### src/rtl/qdec_pkg.sv
package qdec_pkg;

  typedef enum logic [1:0] {
    EV_NONE = 2'd0,
    EV_RISE = 2'd1,
    EV_FALL = 2'd2
  } edge_kind_t;

  // Classify one filtered line from its previous and present samples.
  function automatic edge_kind_t edge_of(input logic prev_lvl, input logic cur_lvl);
    edge_kind_t k;
    case ({prev_lvl, cur_lvl})
      2'b01:   k = EV_RISE;
      2'b10:   k = EV_FALL;
      default: k = EV_NONE;
    endcase
    return k;
  endfunction

endpackage

### src/rtl/qdec_rst_sync.sv
module qdec_rst_sync #(
  parameter int STAGES = 2
) (
  input  logic clk,
  input  logic rst_n_in,
  output logic rst_n_out
);
  logic [STAGES-1:0] chain_q;
  logic [STAGES-1:0] chain_n;

  always_comb begin
    chain_n = {chain_q[STAGES-2:0], 1'b1};
  end

  always_ff @(posedge clk or negedge rst_n_in) begin
    if (!rst_n_in) chain_q <= '0;
    else           chain_q <= chain_n;
  end

  assign rst_n_out = chain_q[STAGES-1];
endmodule

### src/rtl/qdec_line_filter.sv
module qdec_line_filter #(
  parameter int SYNC_STAGES = 2,
  parameter int FILT_STAGES = 4
) (
  input  logic clk,
  input  logic rst_n,
  input  logic raw,
  output logic level
);
  logic [SYNC_STAGES-1:0] sync_q, sync_n;
  logic [FILT_STAGES-1:0] win_q,  win_n;
  logic                   lvl_q,  lvl_n;

  always_comb begin
    sync_n = {sync_q[SYNC_STAGES-2:0], raw};
    win_n  = {win_q[FILT_STAGES-2:0], sync_q[SYNC_STAGES-1]};
    if (&win_q)       lvl_n = 1'b1;
    else if (~|win_q) lvl_n = 1'b0;
    else              lvl_n = lvl_q;
  end

  always_ff @(posedge clk or negedge rst_n) begin
    if (!rst_n) begin
      sync_q <= '0;
      win_q  <= '0;
      lvl_q  <= 1'b0;
    end else begin
      sync_q <= sync_n;
      win_q  <= win_n;
      lvl_q  <= lvl_n;
    end
  end

  assign level = lvl_q;

  // a level change is only allowed after the whole window agreed on it
  a_r1_filter_agree: assert property (@(posedge clk) disable iff (!rst_n)
    (lvl_q != $past(lvl_q)) |-> ($past(win_q) == {FILT_STAGES{lvl_q}}));
endmodule

### src/rtl/qdec_edge_decode.sv
module qdec_edge_decode
  import qdec_pkg::*;
(
  input  logic clk,
  input  logic rst_n,
  input  logic a_lvl,
  input  logic b_lvl,
  output logic cnt_pulse,
  output logic dir_up,
  output logic edge_err
);
  logic a_prev_q, b_prev_q;
  logic cnt_q, cnt_n;
  logic up_q,  up_n;
  logic err_q, err_n;
  edge_kind_t ev_a, ev_b;

  always_comb begin
    ev_a  = edge_of(a_prev_q, a_lvl);
    ev_b  = edge_of(b_prev_q, b_lvl);
    cnt_n = (ev_a != EV_NONE) || (ev_b != EV_NONE);
    err_n = (ev_a != EV_NONE) && (ev_b != EV_NONE);
    up_n  = up_q;
    // A has priority; the other line's present filtered level decides
    if (ev_a == EV_RISE)      up_n = ~b_lvl;
    else if (ev_a == EV_FALL) up_n = b_lvl;
    else if (ev_b == EV_RISE) up_n = a_lvl;
    else if (ev_b == EV_FALL) up_n = ~a_lvl;
  end

  always_ff @(posedge clk or negedge rst_n) begin
    if (!rst_n) begin
      a_prev_q <= 1'b0;
      b_prev_q <= 1'b0;
      cnt_q    <= 1'b0;
      up_q     <= 1'b0;
      err_q    <= 1'b0;
    end else begin
      a_prev_q <= a_lvl;
      b_prev_q <= b_lvl;
      cnt_q    <= cnt_n;
      up_q     <= up_n;
      err_q    <= err_n;
    end
  end

  assign cnt_pulse = cnt_q;
  assign dir_up    = up_q;
  assign edge_err  = err_q;

  // an illegal double edge is still counted once
  a_r4_err_with_count: assert property (@(posedge clk) disable iff (!rst_n)
    err_q |-> cnt_q);
  // direction only moves together with a count
  a_r3_dir_on_count: assert property (@(posedge clk) disable iff (!rst_n)
    (up_q != $past(up_q)) |-> cnt_q);
endmodule

### src/rtl/qdec_accum.sv
module qdec_accum #(
  parameter int POS_W = 32
) (
  input  logic             clk,
  input  logic             rst_n,
  input  logic             clr,
  input  logic             zero_evt,
  input  logic             cnt_pulse,
  input  logic             dir_up,
  output logic [POS_W-1:0] pos
);
  localparam logic [POS_W-1:0] ONE = POS_W'(1);

  logic             cnt_d_q;
  logic             step;
  logic [POS_W-1:0] pos_q, pos_n;

  always_comb begin
    step = cnt_d_q & ~cnt_pulse;   // trailing edge of the count pulse
    if (clr)           pos_n = '0;
    else if (zero_evt) pos_n = '0;
    else if (step)     pos_n = dir_up ? (pos_q + ONE) : (pos_q - ONE);
    else               pos_n = pos_q;
  end

  always_ff @(posedge clk or negedge rst_n) begin
    if (!rst_n) begin
      cnt_d_q <= 1'b0;
      pos_q   <= '0;
    end else begin
      cnt_d_q <= cnt_pulse;
      pos_q   <= pos_n;
    end
  end

  assign pos = pos_q;

  // clear wins over everything
  a_r7_clear_zero: assert property (@(posedge clk) disable iff (!rst_n)
    clr |=> (pos_q == '0));
  // position only moves by one step (with wrap) or to zero
  a_r6_unit_step: assert property (@(posedge clk) disable iff (!rst_n)
    (pos_q != $past(pos_q)) |->
      ((pos_q == $past(pos_q) + ONE) || (pos_q == $past(pos_q) - ONE) || (pos_q == '0)));
  // no update while the count pulse is still high
  a_r5_trailing_update: assert property (@(posedge clk) disable iff (!rst_n)
    (cnt_pulse && !clr && !zero_evt) |=> $stable(pos_q));
endmodule

### src/rtl/qdec_position_counter.sv
module qdec_position_counter
  import qdec_pkg::*;
#(
  parameter int POS_W       = 32,
  parameter int SYNC_STAGES = 2,
  parameter int FILT_STAGES = 4,
  parameter int RST_STAGES  = 2
) (
  input  logic             clk,
  input  logic             rst_n,
  input  logic             enc_a,
  input  logic             enc_b,
  input  logic             enc_z,
  input  logic             clr,
  input  logic             idx_clr_en,
  output logic [POS_W-1:0] position,
  output logic             dir_up,
  output logic             index_pulse,
  output logic             edge_err
);
  localparam int N_LINES = 3;
  localparam int LN_A    = 0;
  localparam int LN_B    = 1;
  localparam int LN_Z    = 2;

  logic               rst_sn;
  logic [N_LINES-1:0] raw_vec;
  logic [N_LINES-1:0] lvl_vec;
  logic               cnt_pulse;
  logic               z_prev_q, idx_q, idx_n;
  logic               zero_evt;

  qdec_rst_sync #(.STAGES(RST_STAGES)) u_rst (
    .clk       (clk),
    .rst_n_in  (rst_n),
    .rst_n_out (rst_sn)
  );

  assign raw_vec = {enc_z, enc_b, enc_a};

  for (genvar g = 0; g < N_LINES; g++) begin : g_line
    qdec_line_filter #(
      .SYNC_STAGES (SYNC_STAGES),
      .FILT_STAGES (FILT_STAGES)
    ) u_flt (
      .clk   (clk),
      .rst_n (rst_sn),
      .raw   (raw_vec[g]),
      .level (lvl_vec[g])
    );
  end

  qdec_edge_decode u_dec (
    .clk       (clk),
    .rst_n     (rst_sn),
    .a_lvl     (lvl_vec[LN_A]),
    .b_lvl     (lvl_vec[LN_B]),
    .cnt_pulse (cnt_pulse),
    .dir_up    (dir_up),
    .edge_err  (edge_err)
  );

  always_comb begin
    idx_n = (edge_of(z_prev_q, lvl_vec[LN_Z]) == EV_RISE);
  end

  always_ff @(posedge clk or negedge rst_sn) begin
    if (!rst_sn) begin
      z_prev_q <= 1'b0;
      idx_q    <= 1'b0;
    end else begin
      z_prev_q <= lvl_vec[LN_Z];
      idx_q    <= idx_n;
    end
  end

  assign index_pulse = idx_q;
  assign zero_evt    = idx_q & idx_clr_en;

  qdec_accum #(.POS_W(POS_W)) u_acc (
    .clk       (clk),
    .rst_n     (rst_sn),
    .clr       (clr),
    .zero_evt  (zero_evt),
    .cnt_pulse (cnt_pulse),
    .dir_up    (dir_up),
    .pos       (position)
  );

  // the index strobe never lasts more than one clock
  a_r8_index_single: assert property (@(posedge clk) disable iff (!rst_sn)
    index_pulse |=> !index_pulse);
  // index with enable zeroes the position
  a_r9_index_zero: assert property (@(posedge clk) disable iff (!rst_sn)
    (index_pulse && idx_clr_en) |=> (position == '0));
  // the error flag is a single-cycle pulse under legal input spacing
  a_r4_err_single: assert property (@(posedge clk) disable iff (!rst_sn)
    edge_err |=> !edge_err);
  // outputs are quiet while held in reset
  a_r10_reset_quiet: assert property (@(posedge clk)
    !rst_sn |-> (position == '0 && !dir_up && !index_pulse && !edge_err));
endmodule

### config.mk
export PLATFORM = sky130hd
export DESIGN_NAME = qdec_position_counter
export DESIGN_NICKNAME = d
export VERILOG_FILES = /design/src/rtl/qdec_pkg.sv /design/src/rtl/qdec_rst_sync.sv /design/src/rtl/qdec_line_filter.sv /design/src/rtl/qdec_edge_decode.sv /design/src/rtl/qdec_accum.sv /design/src/rtl/qdec_position_counter.sv
export SDC_FILE = /design/constraint.sdc
export NUM_CORES = 1
export LEC_CHECK = 0
export BUFFER_PORTS_ARGS = -buffer_cell sky130_fd_sc_hd__clkbuf_2
export CAP_MARGIN = 0
export CORE_ASPECT_RATIO = 1.5
export CORE_MARGIN = 2
export CORE_UTILIZATION = 35
export DETAILED_ROUTE_END_ITERATION = 8
export GPL_TIMING_DRIVEN = 0
export HOLD_SLACK_MARGIN = 0.05
export SLEW_MARGIN = 20
export SYNTH_ARGS = -nofsm -noshare
export SYNTH_HDL_FRONTEND = slang
export SYNTH_SLANG_ARGS = --single-unit
### constraint.sdc
create_clock -name clk -period 3 [get_ports clk]
set_input_delay 0.3 -clock clk [delete_from_list [all_inputs] [get_ports clk]]
set_output_delay 0.3 -clock clk [all_outputs]
set_load 0.01 [all_outputs]
==> results of run 1 <==
[per-layer routing]
metal / vias to the layer above / global-route usage, % / part of all wire, %
li1: 1634 / - / -
met1: 1623 / 19.6 / 42
met2: 52 / 29.5 / 53
met3: 21 / 3.51 / 2.5
met4: 0 / 8.96 / 2.7
met5: - / 0 / 0
[sequential cells by signal, indices dropped and copies added (netlist names)]
name                 count
z_prev_q                 1
u_dec.b_prev_q           1
g_line.u_flt.win_q      12
u_dec.dir_up             1
g_line.u_flt.sync_q      6
g_line.u_flt.level       3
u_acc.pos               32
u_dec.a_prev_q           1
u_dec.edge_err           1
index_pulse              1
u_acc.cnt_d_q            1
u_rst.chain_q            2
u_dec.cnt_pulse          1
[synthesized netlist by cell type, types with 2 or more instances]
master / n / share of area (%)
clkbuf_1: 9 / 0.88
nand2b_1: 2 / 0.33
a21o_1: 14 / 2.7
or4_1: 2 / 0.39
nor3_1: 4 / 0.52
dfrtp_1: 63 / 41
and4_1: 2 / 0.46
a22oi_1: 2 / 0.39
or3_1: 5 / 0.82
o21ai_0: 23 / 3.0
nand2_1: 54 / 5.3
o21a_1: 2 / 0.39
o21ai_2: 2 / 0.46
xor2_1: 9 / 2.1
buf_1: 3 / 0.29
nor2_1: 23 / 2.3
a21boi_0: 2 / 0.39
nand4_1: 2 / 0.33
o211ai_1: 2 / 0.39
o21bai_1: 7 / 1.4
nand3_1: 19 / 2.5
xnor2_1: 19 / 4.3
and3_1: 4 / 0.65
ha_1: 33 / 11
a311o_1: 2 / 0.52
a21oi_1: 50 / 6.5
o31a_1: 2 / 0.46
nor2b_1: 8 / 1.3
a31oi_1: 8 / 1.3
inv_1: 6 / 0.59
o21ai_1: 2 / 0.26
and2_1: 4 / 0.65
a211oi_1: 8 / 1.6
[through the flow]
| stage | instances | total power [uW] | TNS [ps] | hold WS (ps) |
|---|---|---|---|---|
| 2_1_floorplan | 415 | 2950 | -134 | 4.41 |
| 3_3_place_gp | 600 | 3460 | -8570 | 86.2 |
| 3_5_place_dp | 601 | 3510 | -9380 | 87.5 |
| 4_1_cts | 624 | 4680 | -3.34 | 57.4 |
| 5_1_grt | 627 | 5140 | -20.7 | 59.6 |
| 6_report | 627 | 4770 | 0 | 67.7 |
[kinds of logic after synthesis]
| kind of cell | synth area share (%) |
|---|---|
| other cells | 0.0978 |
| compound gates | 22.7 |
| flops | 41.1 |
| xor+xnor | 6.39 |
| simple gates | 16.5 |
| fa+ha+maj | 11.3 |
| buf+inv | 1.96 |
[worst max path at each step]
stage,from,cells after the start,slack [ps],endpoint
finish,u_dec.dir_up,12,130,u_acc.pos[26]
global route,u_dec.dir_up,12,-10,u_acc.pos[30]
CTS,u_dec.dir_up,12,-3,u_acc.pos[30]
detailed placement,u_dec.dir_up,11,-670,u_acc.pos[30]
global placement,u_dec.dir_up,11,-630,u_acc.pos[30]
floorplan,u_dec.dir_up,11,-80,u_acc.pos[26]
[final cells by class]
| type | count | share of cell area [%] |
|---|---|---|
| Inverter | 6 | 0.552 |
| Clock buffer | 9 | 4.73 |
| Timing Repair Buffer | 52 | 7.04 |
| Tap cell | 144 | 3.78 |
| Sequential cell | 63 | 33.2 |
| Buffer | 12 | 1.02 |
| Timing Repair inverter | 1 | 0.158 |
| Clock inverter | 7 | 1.52 |
| Multi-Input combinational cell | 333 | 48.0 |
[report_power, final]
group          total, uW  switching, uW  internal (uW)
sequential          1150            151           1000
combinational       2570           1450           1120
clock               1050            409            644
[what timing repair did]
action | CTS | global route
gates resized for setup | 3 | 15
cloned | 1 | 0
hold endpoints to repair | 2 | 0
pin swaps | 2 | 5
setup buffers | 5 | 4
hold buffers | 1 | 0
setup endpoints to repair | 23 | 11
==> results by stage, run 1 <==
Status:
- The flow ran to the end, and the final reports show no timing, DRC or antenna violations.

Logic synthesis:
- The synthesized net count is 456.
- Of the synthesized area, sequential elements account for 41.1%.
- The count of distinct cell types in the synthesized netlist is 51.
- The mean post-synth cell area is 9.24 um^2.
- The number of enable flip-flop cells after synthesis is 0.
- After synthesis the cells add up to 3840 um^2.
- After synthesis, the share of flip-flops with an asynchronous set or reset is 100%.
- In the synthesized netlist, the number of instances is 415.
- The number of synthesis warnings is 0.
- In this run, synthesis produced a sequential element count of 63.
- In the synthesized netlist the dominant register cell turns out to be dfrtp_1.

Place:
- Buffers placed on the I/O ports in this run total 41.
- OpenSTA, run right after detailed placement, puts the worst setup slack at -670 ps.
- The HPWL after detailed placement is 6860 um.
- At the end of routability-driven placement, the weighted congestion stood at 0.872.
- The placed instance area is 4290 um^2.

Global route:
- The global route total overflow is 0.
- The initial antenna violation count is 0.
- The wire length of the first global-routing pass is 15,900 um.
- The pin count of the biggest net entering global routing is 47.
- The via count of the first global-routing pass is 3,432.
- Global routing used 17.2% of the available tracks across all layers.

Timing:
- Setup violations remaining at the end of the flow were counted as 0.
- For this run, the top clock speed supported by timing is 349 MHz.
- Setup repair after global routing could not meet its margin everywhere.
- Setup slack closes at 134 ps.
- The max-slew violation count was 0.
- For the finished layout, the period the worst path requires is 2870 ps.
- The slew at the pin closest to its max-slew limit is 932 ps.
- Measured against its own limit, the worst slew margin works out to 37.8%.
- In the finished design, the share of the clock period the worst path needs comes to 95.5%.
- The final hold violation count is 0.
- The setup clock skew after layout is 5.27 ps.

Final layout:
- Leaving out fill and tap cells, the most frequent cells in the layout are 61 x dfrtp_1, 54 x nand2_1, 49 x a21oi_1.
- The number of antenna repair diodes is 0.
- In the final layout, flip-flops and latches occupy 1580 um^2.
- Fill cells in the final layout number 1,044.
- The area growth from synthesis to layout is 24.1%.
- The final instance area is 4760 um^2.
- The post-layout net count is 519.
- The commonest non-fill, non-tap cell in the layout is dfrtp_1.
- The share of post-route cells with drive strength above 1 is 19.9%.
- The combined area of the multi-input logic cells is 2280 um^2.
- Cells fill 44.7% of the core in the end.

Worst setup path:
- The most frequent cell on the critical path is o21ai_1.
- The arrival time of the worst setup path is 3080 ps.
- The category of the critical setup timing path is register to register.
- At the worst endpoint, the required time is 3210 ps.
- The number of cells on the worst reg-to-reg path is 12.
- Of all nets on the critical path, the largest fanout is 15.
- For this design, the slowest cell found on the critical path is dfrtp_2.
- The endpoint identified for the worst register-to-register timing path is u_acc.pos[26].
- The number of buffers and inverters on the critical path is 2.
- The critical path launch point type is a register.
- The sort of element at the end of the critical path is a register.
- The critical path's top delay family is compound AO/OA/AOI/OAI gates.
- Setup slack on the worst reg-to-reg path comes out at 130 ps.
- The worst register-to-register path begins at u_dec.dir_up.
- For this run, the slowest stage of the critical path takes 410 ps.
- The critical path goes through clkinvlp_4 > buf_12 > fa_2 > a211oi_4 > o21ai_1 > a311o_1 > a21oi_2 > o21ai_4 > a31o_4 > a41oi_2 > xor2_1 > o21ai_1.

Min path:
- The worst hold path belongs to the class input pin to register.
- The startpoint of the tightest hold check path is enc_a.
- The end point of the most critical hold path is g_line[0].u_flt.sync_q[0].
- Counting instances, the worst hold path has a depth of 1.

Die:
- The effective utilization at floorplan is 36.0%.
- The vertical extent of the die is 132 um.
- During I/O placement, the number of pins put on the boundary was 42.
- The overall die width is 89.5 um.
- The die covers 11,800 um^2.
- In this run the standard cell core region covers 10,600 um^2.
- The initialized floorplan defines 46 standard-cell rows.

CTS:
- TritonCTS built the clock tree.
- After clock tree synthesis, the clock-pin slew on the worst setup and hold paths is 60 ps.
- For the worst-skew pair, the clock arrives at the later sink with an insertion delay of 330 ps.
- In this run the number of H-tree levels came out at 3.
- For this design, the sink count on the clock tree is 63.
- The clock passes through at most 2 buffers.
- The CTS buffer count is 9.
- The CTS root buffer is clkbuf_16.

Drt:
- The post-route antenna net violation count is 0.
- The routed length per instance is 15.2 um.
- The iteration count of the initial detailed-routing pass is 4.
- The final layout contains routed wiring with a total length of 9530 um.
- The via-per-instance ratio is 5.31.
- The total vias in the final route is 3,330.
- The first routing iteration left 121 violations.
- The post-detailed-route DRC marker count is 0.

Power:
- In this run the power density over the cells is 1000 nW/um^2.
- In this run the static leakage power is 0.00218 uW.
- The worst-case IR drop observed on VDD is 0.379 mV.

Job:
- The tool flagged a number of max-cap violations equal to 0.
No activity file was read; power rests on OpenSTA's default activity.
==> inputs of run 2 (changes only) <==
Settings changed: ABC_AREA set to 1, SLEW_MARGIN 20 to 30.
==> run 2 against run 1 <==
Net effect: sequential cell count did not move; die area rose by 16%; sequential power barely moved; hold slack improved by 0.69 ps; register-to-register slack improved by 370 ps; largest cell class unchanged; highest routed layer unchanged.
==> results by stage, run 2 <==
Final layout:
- The filler cell count is 1,391 (+33%).
- The flip-flop count of the largest register after layout is 32 (unchanged).
- The share of post-route cells with drive strength above 1 is 12.7% (-7.2 points).
- The number of standard cells in the layout, taps in and fillers out came to 896 (+43%).
- The number of antenna repair diodes was 0 (unchanged).
- The layout-stage area growth over the synthesis result is 17.1%.
- The post-layout net count is 776 (+50%).
- The library cell used most frequently in the layout, excluding fill and tap cells, is nand2_1.
- Leaving out fill and tap cells, the most frequent cells in the layout are 275 x nand2_1, 116 x inv_1, 62 x dfrtp_1.

Global route:
- The global route total overflow is 0 (unchanged).
- The wire length of the first global-routing pass is 18,900 um (+18%).
- The via count of the first global-routing pass is 4,025 (+17%).
- The initial antenna violation count was 0 (unchanged).
- The pin count of the biggest net entering global routing is 45 (-4.3%).
- The all-layer global routing usage is 17.9% (+0.70 points).

Worst setup path:
- The arrival time of the worst setup path came to 2770 ps (-310 ps).
- STA classifies the critical path endpoint as a register.
- The data required time at the worst endpoint is 3270 ps (+60 ps).
- The critical path launch point type is a register.
- The critical path goes through inv_2 > ha_1 > nand2_1 > inv_1 > nand2_1 > nand2_1 > inv_1 > nand3_1 > nand2_1 > nand2_1 > nand2_1 > nand2_1 > o21ai_1.
- The most frequent cell on the critical path is nand2_1.
- The largest fanout on the critical path was 31 (+16).
- On the critical path, the stage with the largest delay is an instance of inv_2.
- The category of the critical setup timing path is register to register.
- The maximum single-stage delay on the critical path is 510 ps (+100 ps).

CTS:
- The CTS buffer count came to 9 (unchanged).
- The number of cells upsized or downsized after cts is 0 (-3).
- The number of levels in the clock H-tree came to 3 (unchanged).
- The maximum count of clock buffers along a single path was 2 (unchanged).
- The clock-pin slew on the worst setup and hold paths was 60 ps (about the same).
- The clock sink count is 63 (unchanged).
- The tree is rooted in a clkbuf_16.
- TritonCTS built the clock tree.
- The latest clock arrival within the worst-skew pair is 340 ps (about the same).

Timing:
- The tightest slew margin relative to the limit is 55.7% (+18 points).
- The slew at the pin closest to its max-slew limit is 664 ps (-268 ps).
- The minimum clock period is 2500 ps (-367 ps).
- The setup clock skew after layout is 9.44 ps (+4.17 ps).
- The sum of negative setup slack was 0 ps (unchanged).
- The part of the cycle the worst path needs is 83.3% (-12 points).
- The final count of negative-setup-slack endpoints is 0 (unchanged).
- The upper clock frequency limit is 400 MHz (+15%).
- The final hold violation count is 0 (unchanged).
- The max-slew violation count is 0 (unchanged).
- Setup repair after global routing left no endpoint under its margin.

Power:
- The power density of the placed cells was 891 nW/um^2 (-11%).
- The leakage power figure is 0.00313 uW (+43%).
- The peak supply drop is 0.348 mV (-8.2%).

Logic synthesis:
- The most used standard cell by instance count after synthesis is nand2_1.
- The synthesized net count was 722 (+58%).
- The commonest cells after synthesis are 275 x nand2_1, 117 x inv_1, 63 x dfrtp_1.
- The number of flip-flops and latches in the synthesized netlist is 63 (unchanged).
- The share of flip-flops with an asynchronous set or reset is 100% (unchanged).
- The most used flip-flop cell after synthesis is dfrtp_1.
- The number of enable flip-flop cells after synthesis is 0 (unchanged).
- The number of cells produced by synthesis is 681 (+64%).
- The area share of the largest cell type after synthesis is 35.1% (-6.0 points).
- The count of distinct cell types in the synthesized netlist came to 31 (-39%).
- Yosys attributes the largest share of cell area to dfrtp_1 35%, nand2_1 23%, inv_1 9.8%.
- The largest area contributor in the netlist is dfrtp_1.
- The number of synthesis warnings is 0 (unchanged).
- The mean post-synth cell area came to 6.60 um^2 (-29%).
- The total standard cell area after synthesis was 4490 um^2 (+17%).
- The proportion of synthesized chip area in sequential cells was 35.1% (-6.0 points).

Place:
- The count of input and output buffers was 41 (unchanged).
- The half-perimeter wire length after detailed placement came to 9080 um (+32%).
- The placer congestion estimate was 0.946 (+8.5%).
- The instance count after placement with tap cells included is 879 (+46%).

Die:
- The number of ports placed on the die boundary is 42 (unchanged).
- The overall die width is 96.5 um (+7.9%).
- The vertical extent of the die is 143 um (+8.0%).
- The die area is 13,800 um^2 (+16%).
- The placeable core region is 12,500 um^2 (+18%).
- The effective utilization at floorplan came to 35.9% (-0.11 points).
- The number of rows in the core area came to 50 (+8.7%).

Drt:
- The total wire length is 11,400 um (+19%).
- The via-per-instance ratio was 4.64 (-13%).
- The iteration count of the initial detailed-routing pass is 4 (unchanged).
- The total vias in the final route is 4,153 (+25%).
- The routed length per instance is 12.7 um (-17%).
- The post-route antenna net violation count was 0 (unchanged).
- The number of DRC markers after the initial detailed-route iteration was 193 (+60%).
- The post-detailed-route DRC marker count was 0 (unchanged).

Job:
- The max-cap check violation count is 0 (unchanged).

Status:
- The run finished with clean final reports.

Min path:
- The worst hold-check path type is input pin to register.
run 2: area by class of cell:
class	instances	area (um^2)	share of cell area, %
Buffer	5	21.3	0.404
Timing Repair Buffer	43	243	4.61
Clock buffer	9	225	4.28
Clock inverter	7	103	1.95
Sequential cell	63	1580	30.0
Inverter	122	458	8.70
Tap cell	156	195	3.71
Multi-Input combinational cell	491	2440	46.3
run 2: repair_timing:
item	4_1_cts	5_1_grt
hold buffers	1	0
endpoints found under the hold margin	2	0
setup buffers	0	0
run 2: power breakdown:
group | internal (uW) | switching, uW
clock network | 736 | 432
logic | 776 | 1590
registers | 1010 | 141
run 2: critical path: cells and delay by family, from the launching register on:
kind | cells | cell delay, ps
compound gates | 1 | 120
flops | 1 | 430
fa+ha+maj | 1 | 400
buf+inv | 3 | 620
simple gates | 8 | 840
run 2: layer usage:
metal | part of all wire, % | track usage (%)
met2 | 55 | 34.0
met5 | 0 | 0
met4 | 2.3 | 6.75
met3 | 2.4 | 2.90
met1 | 41 | 19.3
run 2: stage by stage:
step / cell area, um^2 / total power (uW) / setup WS (ps) / hold slack (ps) / utilization [%]
after floorplan: 4490 / 2900 / 711 / 4.41 / -
after global placement: 4890 / 3540 / 57.6 / 87.5 / 39.1
after detailed placement: 4930 / 3560 / 484 / 87.3 / 39.4
after CTS: 5260 / 4760 / 471 / 59.5 / 42.1
after global routing: 5260 / 5160 / 309 / 64.4 / 42.1
final: 5260 / 4690 / 500 / 68.4 / 42.1
run 2: cells by family (layout without fill, tap and decap cells):
logic type | after synthesis | count (layout) | synth area share, %
flops | 63 | 63 | 35.1
xor+xnor | 3 | 3 | 0.585
fa+ha+maj | 34 | 34 | 9.63
buf+inv | 127 | 186 | 10.7
compound gates | 62 | 62 | 7.49
other cells | 1 | 1 | 0.0834
simple gates | 391 | 391 | 36.5
run 2: path summary, 6_finish.rpt:
| kind | startpoint | depth (start not counted) | to | slack [ps] |
|---|---|---|---|---|
| setup / recovery | u_dec.dir_up | 13 | u_acc.pos[18] | 500 |
| hold / removal | enc_a | 1 | g_line[0].u_flt.sync_q[0] | 70 |
| setup reg to reg | u_dec.dir_up | 13 | u_acc.pos[18] | 500 |
| hold reg to reg | u_rst.chain_q[1] | 0 | u_acc.pos[29] | 200 |
| max in group asynchronous | u_rst.chain_q[1] | 1 | u_acc.pos[7] | 2290 |
| min in group asynchronous | u_rst.chain_q[1] | 0 | u_acc.pos[29] | 200 |
==> inputs of run 3 (changes only) <==
Clock period 3 ns to 2.14 ns, I/O delays scaled along.
==> run 3 against run 2 <==
Net effect: utilization is 5.2 points higher; combinational power grew 91%; sequential share of layout area is 3.3 points lower.
==> results by stage, run 3 (synthesis gave the netlist of run 2 again) <==
Drt:
- The post-route antenna net violation count is 0 (unchanged).
- The total vias in the final route is 4,299 (+3.5%).
- The total length of routed met3 wires is 364 um (+32%).
- The number of DRC markers after the initial detailed-route iteration came to 232 (+20%).
- The sum of met2 wire segment lengths after detailed routing is 6440 um (+4.1%).
- The via-per-instance ratio is 4.73 (+2.1%).
- The routed metal-1 wirelength is 4890 um (+5.8%).
- The total wire length came to 12,200 um (+7.4%).
- The highest metal layer carrying signal wires in the routed design is met4.
- The iteration count of the initial detailed-routing pass is 4 (unchanged).
- The routed length per instance is 13.4 um (+5.9%).
- The post-detailed-route DRC marker count is 0 (unchanged).

Final layout:
- The share of post-route cells with drive strength above 1 is 25.7% (+13 points).
- The final core utilization was 47.3% (+5.2 points).
- Leaving out fill and tap cells, the most frequent cells in the layout are 247 x nand2_1, 108 x inv_1, 61 x dfrtp_1.
- From synthesis to final layout, the design area changed by 31.6%.
- The number of antenna repair diodes is 0 (unchanged).
- The flip-flop count of the largest register after layout was 32 (unchanged).
- The post-layout net count came to 788 (+1.5%).
- The commonest non-fill, non-tap cell in the layout is nand2_1.

Power:
- The total power consumption of the routed design is 7590 uW (+62%).
- The leakage power figure is 0.00317 uW (+1.5%).
- The clock group share of total power is 18.1% (-6.8 points).
- The switching power of the nets is 3570 uW (+65%).
- The logic gate share of total power is 59.6% (+9.1 points).
- The share of power burned in registers came to 22.3% (-2.3 points).
- The switching share of power was 47.0% (+0.84 points).
- The power density of the placed cells is 1280 nW/um^2 (+44%).
- The internal power consumption is 4020 uW (+59%).
- The peak supply drop is 0.473 mV (+36%).

Timing:
- The max-slew violation count was 0 (unchanged).
- The setup clock skew after layout is 11.4 ps (+1.92 ps).
- The tightest slew margin relative to the limit is 58.8% (+3.2 points).
- The part of the cycle the worst path needs is 99.9% (+17 points).
- The upper clock frequency limit is 468 MHz (+17%).
- The slew at the pin closest to its max-slew limit is 618 ps (-46.6 ps).
- The final hold violation count came to 0 (unchanged).
- Setup repair after global routing could not meet its margin everywhere.
- The final count of negative-setup-slack endpoints is 0 (unchanged).
- The minimum clock period is 2140 ps (-361 ps).
- The worst hold margin is 192 ps (+123 ps).

Worst setup path:
- The number of buffer and inverter instances along the worst setup path is 3 (unchanged).
- The largest fanout on the critical path was 16 (-48%).
- The data required time at the worst endpoint is 2360 ps (-910 ps).
- The sort of element at the end of the critical path is a register.
- The critical path's top delay family is simple AND/OR/NAND/NOR gates.
- Among all stages on the critical path, the largest delay is contributed by dfrtp_2.
- The maximum single-stage delay on the critical path is 460 ps (-50 ps).
- STA classifies the critical path startpoint as a register.
- The signal on the critical path passes through clkinvlp_4 > buf_12 > ha_4 > nand2_4 > inv_1 > a21oi_1 > nand2_2 > nand2_2 > nand2_4 > nand2_2 > nand3_1 > nand3_1 > nand2_1.
- The arrival time of the worst setup path is 2360 ps (-410 ps).
- Among the stages of the critical path, the cell type that occurs most often is nand2_2.
- The critical path is of the register to register type.

Global route:
- The via count of the first global-routing pass is 4,203 (+4.4%).
- The all-layer global routing usage is 18.7% (+0.74 points).
- The pin count of the biggest net entering global routing is 46 (+2.2%).
- The global route total overflow was 0 (unchanged).
- The initial antenna violation count is 0 (unchanged).
- The wire length of the first global-routing pass is 19,600 um (+3.6%).

Place:
- The placer congestion estimate came to 0.962 (+1.6%).
- The half-perimeter wire length after detailed placement came to 9140 um (+0.61%).
- The count of input and output buffers is 41 (unchanged).

CTS:
- The maximum count of clock buffers along a single path was 2 (unchanged).
- The latest clock arrival within the worst-skew pair is 340 ps (about the same).
- The CTS buffer count was 9 (unchanged).
- The CTS tree is yes.
- The CTS root buffer is clkbuf_16.
- The clock sink count is 63 (unchanged).
- The clock-pin slew on the worst setup and hold paths came to 60 ps (about the same).
- The number of levels in the clock H-tree came to 3 (unchanged).

Job:
- The max-cap check violation count is 0 (unchanged).

Die:
- The number of ports placed on the die boundary was 42 (unchanged).
- The effective utilization at floorplan was 35.9% (unchanged).
- The placeable core region is 12,500 um^2 (unchanged).
- The number of rows in the core area is 50 (unchanged).
- The die area came to 13,800 um^2 (unchanged).
- The vertical extent of the die was 143 um (unchanged).
- The overall die width is 96.5 um (unchanged).

Status:
- The flow ran to the end, and the final reports show no timing, DRC or antenna violations.

Min path:
- The worst hold-check path type is input pin to async pin.
## run 3: changes by cell type in the layout (fill, tap and decap cells not counted), moves of 8 or more
cell	before	now
ha_1	33	6
nand2_1	275	247
nand2_2	13	38
nor2_1	38	28
nand3_1	34	24
ha_4	0	26
inv_1	116	108
## run 3: worst paths after layout
path | endpoint | startpoint | cells past startpoint | slack, ps
max in group asynchronous | u_acc.pos[1] | u_rst.chain_q[1] | 1 | 1440
max | u_acc.pos[31] | u_dec.dir_up | 13 | 2
min in group clk | u_acc.pos[1] | clr | 3 | 290
min reg2reg | u_acc.pos[23] | u_rst.chain_q[1] | 0 | 200
max reg2reg | u_acc.pos[31] | u_dec.dir_up | 13 | 2
min | u_rst.chain_q[1] | rst_n | 2 | 190
## run 3: layout make-up
cell class | instances | area [um^2]
plain buffers | 5 | 21.3
clock buffers | 10 | 229
clock inverters | 6 | 46.3
fillers | 1283 | 6600
inverters | 122 | 462
multi-input cells | 491 | 3010
flip-flops and latches | 63 | 1580
well taps | 156 | 195
repair buffers | 54 | 362
repair inverters | 1 | 7.51
## run 3: what timing repair did
action                                 in CTS  in global routing
gates cloned                                1                  0
hold buffers                                4                  0
endpoints found under the hold margin       5                  0
setup endpoints to repair                  29                 22
setup buffers                               5                  3
pin swaps                                   3                  2
gates resized for setup                    44                 71
## run 3: power groups by stage
stage | Clock (uW) | Combinational [uW] | Sequential (uW)
after global routing | 1460 | 5040 | 1730
after floorplan | 0 | 2380 | 1700
after global placement | 0 | 3320 | 1660
after detailed placement | 0 | 3360 | 1650
final | 1370 | 4520 | 1690
after CTS | 1410 | 4040 | 1690
## run 3: stage by stage
| stage | instance area (um^2) | setup TNS (ps) | std cells | worst slack, ps |
|---|---|---|---|---|
| 2_1_floorplan | 4510 | -431 | 681 | -63.0 |
| 3_3_place_gp | 4910 | -47270 | 878 | -738 |
| 3_5_place_dp | 4940 | -15380 | 879 | -683 |
| 4_1_cts | 5630 | -24.5 | 905 | -22.9 |
| 5_1_grt | 5920 | -1030 | 908 | -127 |
| 6_report | 5920 | 0 | 908 | 1.65 |
## run 3: layer usage
metal / track usage (%) / up-vias
met1: 20.1 / 1962
met5: 0 / -
met3: 3.59 / 27
met2: 33.5 / 67
li1: - / 2243
met4: 10.1 / 0
